## src/rtl/pcd_pkg.sv

```systemverilog
package pcd_pkg;

  typedef enum logic [2:0] {
    KIND_RATE0 = 3'd0,
    KIND_RATE1 = 3'd1,
    KIND_REP   = 3'd2,
    KIND_SPC   = 3'd3,
    KIND_HARD  = 3'd4,
    KIND_NONE  = 3'd5
  } node_kind_e;

endpackage

```

## src/rtl/pcd_classify.sv

```systemverilog
module pcd_classify
  import pcd_pkg::*;
#(
  parameter int MAX_NV = 16,
  parameter int LNW    = 3
) (
  input  logic [LNW-1:0]    node_log,
  input  logic [MAX_NV-1:0] frozen,
  input  logic              prune_en,
  input  logic              prune_big,
  output node_kind_e        kind,
  output logic [MAX_NV-1:0] valid,
  output logic [MAX_NV-1:0] last_pos
);

  localparam int LOG_MAX = $clog2(MAX_NV);

  logic [LNW-1:0]    log_eff;
  logic [MAX_NV-1:0] eff;
  logic              is_r0, is_r1, is_rep, is_spc, prune_hit;

  assign log_eff = (node_log > LNW'(LOG_MAX)) ? LNW'(LOG_MAX) : node_log;

  // positions inside the node
  for (genvar gi = 0; gi < MAX_NV; gi++) begin : g_valid
    assign valid[gi] = (32'(gi) < (32'd1 << log_eff));
  end

  assign last_pos = valid & ~(valid >> 1);
  assign eff      = frozen & valid;

  assign is_r0  = (eff == valid);
  assign is_r1  = (eff == '0);
  assign is_rep = (eff == (valid & ~last_pos));
  assign is_spc = (eff == MAX_NV'(1));

  assign prune_hit = prune_en && (log_eff == (prune_big ? LNW'(3) : LNW'(2)));

  always_comb begin
    if (is_r0)          kind = KIND_RATE0;
    else if (is_r1)     kind = KIND_RATE1;
    else if (is_rep)    kind = KIND_REP;
    else if (is_spc)    kind = KIND_SPC;
    else if (prune_hit) kind = KIND_HARD;
    else                kind = KIND_NONE;
  end

endmodule

```

## src/rtl/pcd_softstats.sv

```systemverilog
module pcd_softstats #(
  parameter int MAX_NV = 16,
  parameter int LLR_W  = 16
) (
  input  logic [MAX_NV*LLR_W-1:0] llr_vec,
  input  logic [MAX_NV-1:0]       valid,
  output logic [MAX_NV-1:0]       hd,
  output logic                    sum_neg,
  output logic                    parity,
  output logic [MAX_NV-1:0]       min_onehot
);

  localparam int LOG_MAX = $clog2(MAX_NV);
  localparam int SUM_W   = LLR_W + LOG_MAX + 1;
  localparam int MAGW    = LLR_W + 1;
  localparam int IDXW    = (LOG_MAX > 0) ? LOG_MAX : 1;

  logic signed [SUM_W-1:0] acc;
  logic [LLR_W-1:0]        elem;
  logic [MAGW-1:0]         ext, mag, best_mag;
  logic [IDXW-1:0]         best_idx;

  always_comb begin
    acc      = '0;
    elem     = '0;
    ext      = '0;
    mag      = '0;
    best_mag = '1;
    best_idx = '0;
    hd       = '0;
    for (int i = 0; i < MAX_NV; i++) begin
      elem = llr_vec[i*LLR_W +: LLR_W];
      ext  = {elem[LLR_W-1], elem};
      mag  = elem[LLR_W-1] ? (~ext + 1'b1) : ext;
      if (valid[i]) begin
        hd[i] = elem[LLR_W-1];
        acc   = acc + SUM_W'($signed(elem));
        // strict compare keeps the lowest index on ties
        if (mag < best_mag) begin
          best_mag = mag;
          best_idx = IDXW'(i);
        end
      end
    end
  end

  always_comb begin
    min_onehot           = '0;
    min_onehot[best_idx] = 1'b1;
  end

  assign sum_neg = acc[SUM_W-1];
  assign parity  = ^hd;

endmodule

```

## src/rtl/pcd_xform.sv

```systemverilog
module pcd_xform #(
  parameter int MAX_NV = 16
) (
  input  logic [MAX_NV-1:0] bits_in,
  output logic [MAX_NV-1:0] bits_out
);

  localparam int LOG_MAX = $clog2(MAX_NV);

  logic [LOG_MAX:0][MAX_NV-1:0] stage;

  assign stage[0] = bits_in;

  for (genvar s = 0; s < LOG_MAX; s++) begin : g_stage
    for (genvar i = 0; i < MAX_NV; i++) begin : g_bit
      if (((i >> s) & 1) == 0) begin : g_low
        assign stage[s+1][i] = stage[s][i] ^ stage[s][i + (1 << s)];
      end else begin : g_high
        assign stage[s+1][i] = stage[s][i];
      end
    end
  end

  assign bits_out = stage[LOG_MAX];

endmodule

```

## src/rtl/polar_node_decoder.sv

```systemverilog
module polar_node_decoder
  import pcd_pkg::*;
#(
  parameter  int MAX_NV  = 16,
  parameter  int LLR_W   = 16,
  localparam int LOG_MAX = $clog2(MAX_NV),
  localparam int LNW     = $clog2(LOG_MAX + 1)
) (
  input  logic                    clk,
  input  logic                    rst_n,
  input  logic                    start,
  input  logic [LNW-1:0]          node_log,
  input  logic [MAX_NV-1:0]       frozen_mask,
  input  logic [MAX_NV*LLR_W-1:0] llr_vec,
  input  logic                    prune_en,
  input  logic                    prune_big,
  output logic                    done,
  output logic                    not_special,
  output logic [2:0]              node_kind,
  output logic [MAX_NV-1:0]       beta,
  output logic [MAX_NV-1:0]       codeword
);

  // reset: asserted asynchronously, released on the clock
  logic rst_meta, rst_sn;

  always_ff @(posedge clk or negedge rst_n) begin
    if (!rst_n) begin
      rst_meta <= 1'b0;
      rst_sn   <= 1'b0;
    end else begin
      rst_meta <= 1'b1;
      rst_sn   <= rst_meta;
    end
  end

  // input stage
  logic                    vld_q;
  logic [MAX_NV*LLR_W-1:0] llr_q;
  logic [MAX_NV-1:0]       mask_q;
  logic [LNW-1:0]          log_q;
  logic                    pe_q, pb_q;

  always_ff @(posedge clk or negedge rst_sn) begin
    if (!rst_sn) vld_q <= 1'b0;
    else         vld_q <= start;
  end

  always_ff @(posedge clk) begin
    if (start) begin
      llr_q  <= llr_vec;
      mask_q <= frozen_mask;
      log_q  <= node_log;
      pe_q   <= prune_en;
      pb_q   <= prune_big;
    end
  end

  // decode datapath
  node_kind_e        kind_c;
  logic [MAX_NV-1:0] valid_c, last_c;
  logic [MAX_NV-1:0] hd_c, min_c;
  logic              sum_neg_c, parity_c;
  logic [MAX_NV-1:0] beta_n, code_n;
  logic              ns_n;

  pcd_classify #(.MAX_NV(MAX_NV), .LNW(LNW)) u_classify (
    .node_log (log_q),
    .frozen   (mask_q),
    .prune_en (pe_q),
    .prune_big(pb_q),
    .kind     (kind_c),
    .valid    (valid_c),
    .last_pos (last_c)
  );

  pcd_softstats #(.MAX_NV(MAX_NV), .LLR_W(LLR_W)) u_stats (
    .llr_vec   (llr_q),
    .valid     (valid_c),
    .hd        (hd_c),
    .sum_neg   (sum_neg_c),
    .parity    (parity_c),
    .min_onehot(min_c)
  );

  always_comb begin
    ns_n = 1'b0;
    unique case (kind_c)
      KIND_RATE0: beta_n = '0;
      KIND_RATE1: beta_n = hd_c;
      KIND_REP:   beta_n = sum_neg_c ? last_c : '0;
      KIND_SPC:   beta_n = hd_c ^ (parity_c ? min_c : '0);
      KIND_HARD:  beta_n = hd_c;
      default: begin
        beta_n = '0;
        ns_n   = 1'b1;
      end
    endcase
  end

  pcd_xform #(.MAX_NV(MAX_NV)) u_xform (
    .bits_in (beta_n),
    .bits_out(code_n)
  );

  // output stage
  logic              done_q, ns_q;
  logic [2:0]        kind_q;
  logic [MAX_NV-1:0] beta_q, code_q;

  always_ff @(posedge clk or negedge rst_sn) begin
    if (!rst_sn) begin
      done_q <= 1'b0;
      ns_q   <= 1'b0;
      kind_q <= '0;
      beta_q <= '0;
      code_q <= '0;
    end else begin
      done_q <= vld_q;
      if (vld_q) begin
        ns_q   <= ns_n;
        kind_q <= kind_c;
        beta_q <= beta_n;
        code_q <= code_n;
      end
    end
  end

  assign done        = done_q;
  assign not_special = ns_q;
  assign node_kind   = kind_q;
  assign beta        = beta_q;
  assign codeword    = code_q;

endmodule

```

## config.mk

```make
export PLATFORM = sky130hd
export DESIGN_NAME = polar_node_decoder
export DESIGN_NICKNAME = d
export VERILOG_FILES = /design/src/rtl/pcd_pkg.sv /design/src/rtl/pcd_classify.sv /design/src/rtl/pcd_softstats.sv /design/src/rtl/pcd_xform.sv /design/src/rtl/polar_node_decoder.sv
export SDC_FILE = /design/constraint.sdc
export NUM_CORES = 2
export LEC_CHECK = 0
export ABC_AREA = 1
export BUFFER_PORTS_ARGS = -buffer_cell sky130_fd_sc_hd__buf_4
export CAP_MARGIN = 0
export CORE_MARGIN = 1
export CORE_UTILIZATION = 40
export DETAILED_ROUTE_END_ITERATION = 12
export HOLD_SLACK_MARGIN = 0.12
export MAX_ROUTING_LAYER = met4
export PLACE_DENSITY_LB_ADDON = 0.25
export SYNTH_ARGS = -nofsm -noshare
export SYNTH_HDL_FRONTEND = slang
export SYNTH_HIERARCHICAL = 1
export SYNTH_SLANG_ARGS = --single-unit
export TNS_END_PERCENT = 1
```

## constraint.sdc

```tcl
create_clock -name clk -period 1.65 [get_ports clk]
set_clock_uncertainty 0.15 [all_clocks]
set_input_delay 0.33 -clock clk [delete_from_list [all_inputs] [get_ports clk]]
set_output_delay 0.33 -clock clk [all_outputs]
set_load 0.01 [all_outputs]
```

==> qor.csv <==
metric;value;unit
slew_headroom;45.1;%
seq_area;0.00932;mm^2
area_growth;61.9;%
via_per_inst;4.95;
synth_edf_count;277;
clock_sinks;317;
gr-total-overflow;0;
final_cell_mix;2190 x buf_4, 1413 x nand2_1, 547 x inv_1;
cap_viol_max_count;0;
drive_gt1_share;33.5;%
synthArstFlopShare;12.6;%
via_count;45458;
synth_seq_cells;317;
place_congestion;0.974;
avgSynthCellArea;7.09;um^2
fillers;8091;
crit_path_max_incr_delay;0.43;ns
detail-route-antenna-nets;0;
path_delay_family;simple AND/OR/NAND/NOR gates;
cts_htree_levels;2;
post-route-period-util;1470;%
worstSetupPathType;reg2reg;
layout_commonest_cell;buf_4;
fmax;0.0411;GHz
fin_crit;24.31;ns
finalNetCount;8716;
synth_seq_area_share;24.1;%
dp.final_hpwl;116000;um
end_kind;flip-flop;
grt_setup_unrepaired;true;
num_rows;113;
tns;-718.05;ns
drtPass1Iterations;6;
slew_violations;0;
multi_input_comb_area;0.0280;mm^2
holdWs;0.213;ns
status;finished with violations;
ys_types;57;
die_x;313;um
grt_pass1_wl;224000;um
cts.path.max_buffers;3;
setup_violations;39;
antenna_found_initial;1;
dieArea;0.0978;mm^2
path_buf_inv;21;
clock_latency;0.59;ns
pin_count;317;
port_buffers;316;
hp-class;reg2reg;
cts-root-buf;clkbuf_16;
setup_ws;-22.66;ns
place_ws;-23.50;ns
worst_pin_slew;0.816;ns
grt_pass1_vias;43853;
yosysWarnings;6;
drt_iter0_markers;3090;
routedWlPerCell;15.9;um
path_clk_slew;0.06;ns
reg2reg_slack;-22.66;ns
crit_required;2.02;ns
die_h;313;um
gr-usage-all-layers;29.5;%
synth_area;0.0386;mm^2
grt_start_max_net_pins;42;
synthCells;5447;
violations;setup timing;
critPathArrivalTime;24.69;ns
start_util;40.5;%
critPathLaunchType;flip-flop;
crit_fanout;19;
yosys_most_used_dff;edfxtp_1;
finalHoldViolCount;0;
drcViolationCount;0;
cts_buffers;35;
cpMostUsedCell;nand2_1;
core-area;0.0953;mm^2
cts_tree;built;
wirelength;146000;um
crit_slowest_cell;edfxtp_1;
## metal layers
layer / vias to the layer above / track usage [%] / part of all wire, %
met5: - / - / 0
met3: 269 / 2.31 / 4.0
met1: 20864 / 35.9 / 43
met4: 0 / 9.07 / 3.1
li1: 23227 / - / -
met2: 1098 / 51.5 / 50
## logic make-up after synthesis
family | share of synthesized area, %
AO/OA/AOI/OAI | 15.2
AND/OR/NAND/NOR | 25.1
flip-flops | 24.1
buffers and inverters | 7.71
adder cells (fa/ha/maj) | 18.2
XOR/XNOR | 9.68
other | 0.0389
## layout make-up
class,count,share of cell area [%]
clock buffer,46,1.57
tap,1265,2.53
timing repair buffer,2531,32.4
antenna,1,0.00400
sequential,317,14.9
inverter,574,3.45
multi-input combinational,4425,44.8
clock inverter,17,0.276
## registers in the layout, indices dropped and copies added, names as in the netlist
name	count
done	1
node_kind	3
pb_q	1
vld_q	1
pe_q	1
log_q	3
rst_meta	1
llr_q	256
rst_sn	1
beta	16
not_special	1
mask_q	16
codeword	16
## timing repair
item                       4_1_cts  5_1_grt
setup endpoints to repair       41       54
hold endpoints to repair       321        0
hold buffers                   282        0
cloned                           4       16
pin swaps                       24      110
resized for setup               91      296
buffers inserted                23       36
## cell usage after synthesis, types with 40 or more instances
cell	instances	area share [%]
xnor2_1	206	4.7
nor2_1	342	3.3
dfrtp_1	40	2.6
nand3_1	265	3.4
edfxtp_1	277	22
clkbuf_1	79	0.77
o21ai_0	562	7.3
a21oi_1	358	4.6
inv_1	554	5.4
nor3_1	120	1.6
nand2_1	1439	14
xor2_1	215	4.9
o31ai_1	40	0.78
ha_1	538	17
## stage by stage
| step | std cells | area [um^2] | utilization, % |
|---|---|---|---|
| after floorplan | 5471 | 39100 | - |
| after global placement | 8751 | 56300 | 59.0 |
| after detailed placement | 8751 | 56300 | 59.0 |
| after CTS | 9123 | 60700 | 63.7 |
| after global routing | 9176 | 62500 | 65.6 |
| final | 9176 | 62500 | 65.6 |
## worst paths after layout
kind	startpoint	to	cells past startpoint
worst max-delay path	llr_q[17]$_DFFE_PP_	codeword[0]$_DFFE_PN0P_	176
worst min-delay path	rst_meta$_DFF_PN0_	rst_sn$_DFF_PN0_	0
worst max register to register	llr_q[17]$_DFFE_PP_	codeword[0]$_DFFE_PN0P_	176
worst min register to register	rst_meta$_DFF_PN0_	rst_sn$_DFF_PN0_	0
max in group asynchronous	rst_sn$_DFF_PN0_	codeword[3]$_DFFE_PN0P_	1
min in group asynchronous	rst_sn$_DFF_PN0_	beta[1]$_DFFE_PN0P_	1
Power is left out: the tool's default activity adds up to more than one toggle a clock period on the data nets, which glitch-free logic cannot reach.
